**config.mk**
```make
export PLATFORM = sky130hd
export DESIGN_NAME = l1_activation_fsm
export DESIGN_NICKNAME = d
export VERILOG_FILES = /design/src/rtl/l1act_pkg.sv /design/src/rtl/l1act_datapath.sv /design/src/rtl/l1act_control.sv /design/src/rtl/l1_activation_fsm.sv
export SDC_FILE = /design/constraint.sdc
export NUM_CORES = 1
export LEC_CHECK = 0
export ABC_CLOCK_PERIOD_IN_PS = 3000
export BUFFER_PORTS_ARGS = -buffer_cell sky130_fd_sc_hd__buf_2
export CAP_MARGIN = 15
export CORE_UTILIZATION = 50
export DETAILED_ROUTE_END_ITERATION = 8
export PLACE_DENSITY = 0.75
export RECOVER_POWER = 50
export SLEW_MARGIN = 30
export SYNTH_ARGS = -nofsm -noshare
export SYNTH_HDL_FRONTEND = slang
export SYNTH_SLANG_ARGS = --single-unit
export TNS_END_PERCENT = 30
```
**constraint.sdc**
```tcl
create_clock -name clk -period 3 [get_ports clk]
set_input_delay 0.6 -clock clk [delete_from_list [all_inputs] [get_ports clk]]
set_output_delay 0.6 -clock clk [all_outputs]
set_load 0.005 [all_outputs]
```
**src/rtl/l1act_pkg.sv**
```systemverilog
`timescale 1ns/1ps
package l1act_pkg;

  typedef enum logic [3:0] {
    ST_RESET   = 4'd0,
    ST_F3_DOWN = 4'd1,
    ST_F3_UP   = 4'd2,
    ST_F3_PEND = 4'd3,
    ST_F4      = 4'd4,
    ST_F5      = 4'd5,
    ST_F6      = 4'd6,
    ST_F7      = 4'd7,
    ST_F8      = 4'd8
  } l1State_e;

  // line indication codes that have transitions
  localparam logic [3:0] IND_DR  = 4'b0000;
  localparam logic [3:0] IND_RES = 4'b0001;
  localparam logic [3:0] IND_RSY = 4'b0100;
  localparam logic [3:0] IND_DR6 = 4'b0101;
  localparam logic [3:0] IND_EI  = 4'b0110;
  localparam logic [3:0] IND_PU  = 4'b0111;
  localparam logic [3:0] IND_AR  = 4'b1000;
  localparam logic [3:0] IND_AI8 = 4'b1100;
  localparam logic [3:0] IND_DC  = 4'b1111;

  // command codes toward the transceiver
  localparam logic [3:0] CMD_DI  = 4'b1111;
  localparam logic [3:0] CMD_AR8 = 4'b1000;
  localparam logic [1:0] CMD_PAD = 2'b11;

  // strobes from control to datapath
  typedef struct packed {
    logic issueDi;
    logic issueAr8;
    logic startTimer;
    logic stopTimer;
  } ctrlStrobe_t;

endpackage

```
**src/rtl/l1act_datapath.sv**
```systemverilog
`timescale 1ns/1ps
module l1act_datapath
  import l1act_pkg::*;
#(
  parameter int TIMER_LOAD = 1000
) (
  input  logic        clk,
  input  logic        rst_n,
  input  logic        indStrobe,
  input  logic [3:0]  indCode,
  input  ctrlStrobe_t ctrl,
  output logic        indEvent,
  output logic        timerExpire,
  output logic        cmdValid,
  output logic [5:0]  cmdWord
);

  localparam int CNT_W = $clog2(TIMER_LOAD + 1);
  localparam logic [CNT_W-1:0] LOAD_VAL = CNT_W'(TIMER_LOAD);
  localparam logic [CNT_W-1:0] CNT_ONE  = CNT_W'(1);

  // strobe-qualified change detection
  logic [3:0] lastCode;
  logic       haveCode;

  assign indEvent = indStrobe && (!haveCode || (indCode != lastCode));

  always_ff @(posedge clk or negedge rst_n) begin
    if (!rst_n) begin
      lastCode <= 4'd0;
      haveCode <= 1'b0;
    end else if (indStrobe) begin
      lastCode <= indCode;
      haveCode <= 1'b1;
    end
  end

  // supervision down-counter
  logic [CNT_W-1:0] tmrCount;
  logic             tmrRunning;
  logic             expirePulse;

  always_ff @(posedge clk or negedge rst_n) begin
    if (!rst_n) begin
      tmrCount    <= '0;
      tmrRunning  <= 1'b0;
      expirePulse <= 1'b0;
    end else begin
      expirePulse <= 1'b0;
      if (ctrl.startTimer) begin
        tmrRunning <= 1'b1;
        tmrCount   <= LOAD_VAL;
      end else if (ctrl.stopTimer) begin
        tmrRunning <= 1'b0;
      end else if (tmrRunning) begin
        if (tmrCount == CNT_ONE) begin
          tmrRunning  <= 1'b0;
          expirePulse <= 1'b1;
        end
        tmrCount <= tmrCount - CNT_ONE;
      end
    end
  end

  assign timerExpire = expirePulse;

  // command formatter register
  always_ff @(posedge clk or negedge rst_n) begin
    if (!rst_n) begin
      cmdValid <= 1'b0;
      cmdWord  <= '0;
    end else begin
      cmdValid <= ctrl.issueDi | ctrl.issueAr8;
      if (ctrl.issueDi)       cmdWord <= {CMD_DI, CMD_PAD};
      else if (ctrl.issueAr8) cmdWord <= {CMD_AR8, CMD_PAD};
      else                    cmdWord <= '0;
    end
  end

endmodule

```
**src/rtl/l1act_control.sv**
```systemverilog
`timescale 1ns/1ps
module l1act_control
  import l1act_pkg::*;
(
  input  logic        clk,
  input  logic        rst_n,
  input  logic        indEvent,
  input  logic [3:0]  indCode,
  input  logic        actReq,
  input  logic        deactReq,
  input  logic        timerExpire,
  output ctrlStrobe_t ctrl,
  output logic [3:0]  l1State,
  output logic        linkActive,
  output logic        actInd,
  output logic        deactInd
);

  l1State_e state, nextState;
  logic     actNext, deactNext;
  logic     reqAccepted;

  assign reqAccepted = actReq && !deactReq && (state == ST_F3_DOWN);

  always_comb begin
    nextState = state;
    ctrl      = '0;
    actNext   = 1'b0;
    deactNext = 1'b0;
    if (indEvent) begin
      case (indCode)
        IND_RES, IND_EI: begin
          nextState    = ST_RESET;
          ctrl.issueDi = 1'b1;
          deactNext    = (state == ST_F7);
        end
        IND_AI8: begin
          if (state != ST_F7 && state != ST_F3_UP) begin
            nextState      = ST_F7;
            ctrl.issueAr8  = 1'b1;
            ctrl.stopTimer = 1'b1;
            actNext        = 1'b1;
          end
        end
        IND_DC: begin
          if (state inside {ST_RESET, ST_F3_PEND, ST_F4, ST_F5, ST_F6, ST_F8})
            nextState = ST_F3_DOWN;
        end
        IND_AR: begin
          if (state inside {ST_RESET, ST_F3_DOWN, ST_F3_PEND, ST_F5, ST_F8}) begin
            nextState = ST_F6;
          end else if (state == ST_F7) begin
            nextState = ST_F6;
            deactNext = 1'b1;
          end
        end
        IND_RSY: begin
          if (state inside {ST_F3_DOWN, ST_F3_PEND, ST_F4}) begin
            nextState = ST_F5;
          end else if (state == ST_F6) begin
            nextState = ST_F8;
          end else if (state == ST_F7) begin
            nextState = ST_F8;
            deactNext = 1'b1;
          end
        end
        IND_PU: begin
          if (state == ST_F3_DOWN) nextState = ST_F4;
        end
        IND_DR: begin
          if (state inside {ST_F5, ST_F8, ST_F7}) begin
            nextState    = ST_F3_PEND;
            ctrl.issueDi = 1'b1;
            deactNext    = (state == ST_F7);
          end
        end
        IND_DR6: begin
          if (state == ST_F6) begin
            nextState    = ST_F3_PEND;
            ctrl.issueDi = 1'b1;
          end
        end
        default: ;
      endcase
    end else if (reqAccepted) begin
      ctrl.issueAr8   = 1'b1;
      ctrl.startTimer = 1'b1;
    end else if (timerExpire) begin
      if (state inside {ST_F3_DOWN, ST_F4, ST_F5, ST_F6, ST_F8}) begin
        ctrl.issueDi = 1'b1;
        deactNext    = 1'b1;
      end
    end
  end

  always_ff @(posedge clk or negedge rst_n) begin
    if (!rst_n) begin
      state    <= ST_RESET;
      actInd   <= 1'b0;
      deactInd <= 1'b0;
    end else begin
      state    <= nextState;
      actInd   <= actNext;
      deactInd <= deactNext;
    end
  end

  assign l1State    = state;
  assign linkActive = (state == ST_F7);

endmodule

```
**src/rtl/l1_activation_fsm.sv**
```systemverilog
`timescale 1ns/1ps
module l1_activation_fsm
  import l1act_pkg::*;
#(
  parameter int TIMER_LOAD = 1000
) (
  input  logic       clk,
  input  logic       rst_n,
  input  logic       indStrobe,
  input  logic [3:0] indCode,
  input  logic       actReq,
  input  logic       deactReq,
  output logic       cmdValid,
  output logic [5:0] cmdWord,
  output logic       actInd,
  output logic       deactInd,
  output logic       linkActive,
  output logic [3:0] l1State
);

  ctrlStrobe_t ctrl;
  logic        indEvent;
  logic        timerExpire;

  l1act_datapath #(.TIMER_LOAD(TIMER_LOAD)) u_datapath (
    .clk         (clk),
    .rst_n       (rst_n),
    .indStrobe   (indStrobe),
    .indCode     (indCode),
    .ctrl        (ctrl),
    .indEvent    (indEvent),
    .timerExpire (timerExpire),
    .cmdValid    (cmdValid),
    .cmdWord     (cmdWord)
  );

  l1act_control u_control (
    .clk         (clk),
    .rst_n       (rst_n),
    .indEvent    (indEvent),
    .indCode     (indCode),
    .actReq      (actReq),
    .deactReq    (deactReq),
    .timerExpire (timerExpire),
    .ctrl        (ctrl),
    .l1State     (l1State),
    .linkActive  (linkActive),
    .actInd      (actInd),
    .deactInd    (deactInd)
  );

endmodule

```
==> summary.txt <==
Route
  – Antenna Nets Post-Route: 0
  – Vias per inst: 5.91
  – DRC viols: 0
  – WL/cell: 14.6 um
  – Pre-Repair DR Iteration Count: 4
  – Via count: 1347
  – DRT Wirelength: 3340 um
  – Initial DRC Count: 48

Place
  – Dpl hpwl: 2490 um
  – PortBufs: 22
  – Pre-CTS setup slack: 544 ps
  – GPL Wtd Cong: 0.946

Pwr
  – Leakage: 0.726 nW
  – Clock network power share: 12.2%
  – Worst vdd ir: 0.344 mV
  – Internal power: 0.689 mW
  – Net Sw Frac: 40.7%
  – Share of power burned in registers: 49.9%
  – Gate power share: 37.9%
  – Switch Pwr: 0.473 mW
  – Power Density: 663 mW/mm2
  – Total power: 1.16 mW

Clock tree
  – Cts repair resizes: 0
  – Worst skew pair latency: 310 ps
  – Root Driver: clkbuf_4
  – Clk sinks: 25
  – TritonCTS Buffers: 3
  – H-tree levels: 1
  – Post-CTS Hold Buffers: 0
  – Clock buffer depth: 2
  – Post-CTS setup buffer count: 0
  – TritonCTS clock tree: yes
  – Clk slew on worst S/H paths: 130 ps

Timing
  – Fin. Hold Viols: 0
  – Setup TNS: 0 ps
  – Fin crit period: 2300 ps
  – Clock skew: 8.73 ps
  – Setup WS post-layout: 704 ps
  – Unrepaired setup endpoints after global routing: false
  – Tightest Pin Transition: 1270 ps
  – Final setup vio count: 0
  – Fmax: 436 MHz
  – Final Cycle Share: 76.5%
  – Slew margin rel.: 15.6%
  – Fin. max-slew vios: 0

Layout
  – Fill count: 303
  – Area grow syn2layout: 6.46%
  – Nets: 196
  – Diodes inserted: 0
  – Most frequent cells in the layout: dfrtp_1 (25), buf_2 (20), o21ai_0 (12)
  – Most common cell after layout, fill and taps aside: dfrtp_1
  – Layout cell share with drive strength beyond 1: 22.8%

Global routing
  – Pin count of the biggest net entering global routing: 26
  – First-pass GRT wire length: 5460 um
  – GRT met1 Usage: 30.5%
  – Initial antenna violation count: 0
  – Gr busiest metal: met2
  – Global route total overflow: 0
  – GRT Resource Usage Total: 20.9%
  – Vias in the first global route: 1150
  – Met2 Use GR: 30.7%
  – M3 GR Usage: 4.59%

Setup path
  – Startpoint types: flip-flop
  – FF-to-FF Start: u_control.l1State[0]$_DFFE_PN0P_
  – WS Path Type: reg -> reg
  – R2R Path End: u_control.l1State[3]$_DFFE_PN0P_
  – CP Data Required Time: 3210 ps
  – R2R Setup Slk: 700 ps
  – Reg2Reg Depth: 5
  – Max FO, Critical Path: 13
  – Arr. time, crit path: 2510 ps
  – Worst setup EP type: flip-flop

Min path
  – HP Class: reg -> reg
  – Min-Delay Endpoint: u_datapath.haveCode$_DFFE_PN0P_
  – Hold path startpoint: u_datapath.haveCode$_DFFE_PN0P_
  – Hold Path Depth: 1

Floorplan
  – FP Rows: 20
  – Initial core utilization: 53.5%
  – Die area: 0.00353 mm2
  – Die Width: 59.4 um
  – Boundary pin count: 23
  – Core area: 0.00308 mm2
  – Die Span Y: 59.4 um

Yosys
  – Yosys cell types: 56
  – Yosys Warn Count: 0
  – Ys async rst share: 100%
  – Net Count, Synth: 185
  – Syn Area/Cell: 9.46 um2
  – Top FF cell, synth: dfrtp_1
  – Synth Instances: 174
  – Cell area after synthesis: 0.00165 mm2
  – Post-synthesis sequential area ratio: 38.0%
  – #FFs+latches synth: 25
  – Post-synth EDFFs: 0

Status
  – Status: complete, no violations

Job
  – MaxCap Viol Count: 0
[logic make-up after synthesis]
group | after synthesis | share of synthesized area [%]
simple gates | 64 | 24.8
compound gates | 46 | 19.6
flops | 25 | 38.0
buf+inv | 22 | 6.69
mux | 9 | 6.15
xor+xnor | 6 | 3.19
fa+ha+maj | 2 | 1.52
[cell usage after synthesis (all sizes together) (2+ instances only)]
library cell / number / area share [%]
ha: 2 / 1.5
o21ai: 14 / 4.3
o311ai: 2 / 1.1
nand2: 9 / 2.1
or4: 4 / 2.1
xnor2: 6 / 3.2
a31oi: 2 / 0.76
nor4: 3 / 2.1
o211ai: 2 / 1.7
nor4b: 3 / 2.0
nor2b: 3 / 1.1
nand3: 6 / 1.8
nor3: 6 / 1.8
nand2b: 2 / 0.76
o31ai: 4 / 1.8
and3: 2 / 0.76
inv: 5 / 1.1
dfrtp: 25 / 38
nor3b: 3 / 1.4
or2: 6 / 2.3
and3b: 2 / 1.1
a21oi: 8 / 2.4
clkbuf: 6 / 1.4
buf: 11 / 4.1
or3: 3 / 1.1
a211oi: 3 / 1.7
nor2: 5 / 1.1
mux2: 9 / 6.2
a21boi: 2 / 0.91
[how the worst max path moves through the flow]
stage | start | end | slack (ps) | depth (start not counted)
2_1_floorplan | indCode[3] | u_control.l1State[0]$_DFFE_PN0P_ | 880 | 7
5_1_grt | u_control.l1State[0]$_DFFE_PN0P_ | u_control.l1State[3]$_DFFE_PN0P_ | 520 | 5
3_3_place_gp | indCode[0] | u_datapath.tmrCount[3]$_DFFE_PN0P_ | 600 | 7
6_report | u_control.l1State[0]$_DFFE_PN0P_ | u_control.l1State[3]$_DFFE_PN0P_ | 700 | 5
4_1_cts | u_control.l1State[0]$_DFFE_PN0P_ | u_control.l1State[3]$_DFFE_PN0P_ | 670 | 5
3_5_place_dp | indCode[0] | u_datapath.tmrCount[3]$_DFFE_PN0P_ | 540 | 7
[cell type report]
| class | instances | area [um2] | share of cell area, % |
|---|---|---|---|
| inverters | 5 | 18.8 | 1.07 |
| flip-flops and latches | 25 | 626 | 35.7 |
| clock inverters | 1 | 5.00 | 0.286 |
| repair buffers | 23 | 115 | 6.57 |
| well taps | 44 | 55.1 | 3.14 |
| clock buffers | 3 | 22.5 | 1.28 |
| multi-input cells | 127 | 911 | 52.0 |
[metal layers]
layer / vias to the layer above / wire length [um]
met5: - / 0
met4: 0 / 31
met3: 2 / 144
met2: 42 / 1500
met1: 641 / 1660
li1: 662 / -
[critical path, cell delays in order, from the launching register on]
cell	delay, ps
dfrtp_1	580
nor4b_1	550
o32a_1	240
o211ai_1	140
nor4_4	300
mux2_1	370
[per-stage QoR]
stage | utilization (%) | cell area [um2] | instances | hold slack (ps)
3_5_place_dp | 56.1 | 1730 | 224 | 467
4_1_cts | 57.0 | 1760 | 228 | 256
2_1_floorplan | - | 1650 | 174 | 304
5_1_grt | 57.0 | 1750 | 228 | 545
6_report | 57.0 | 1750 | 228 | 505
3_3_place_gp | 56.1 | 1730 | 224 | 454
[flip-flops by register name, indices dropped and copies added, names as in the netlist]
| register | cells |
|---|---|
| u_datapath.haveCode | 1 |
| u_datapath.tmrCount | 10 |
| u_datapath.tmrRunning | 1 |
| u_datapath.timerExpire | 1 |
| u_datapath.lastCode | 4 |
| u_control.actInd | 1 |
| u_datapath.cmdWord | 1 |
| u_control.l1State | 4 |
| u_control.deactInd | 1 |
| u_datapath.cmdValid | 1 |
[power by group through the flow]
stage / logic (mW) / registers (mW) / clock network (mW)
final: 0.441 / 0.579 / 0.142
after global routing: 0.498 / 0.600 / 0.166
after CTS: 0.445 / 0.575 / 0.151
after detailed placement: 0.443 / 0.581 / 0
after global placement: 0.423 / 0.571 / 0
after floorplan: 0.382 / 0.515 / 0
Note: power is estimated with default switching activity, not from simulation.
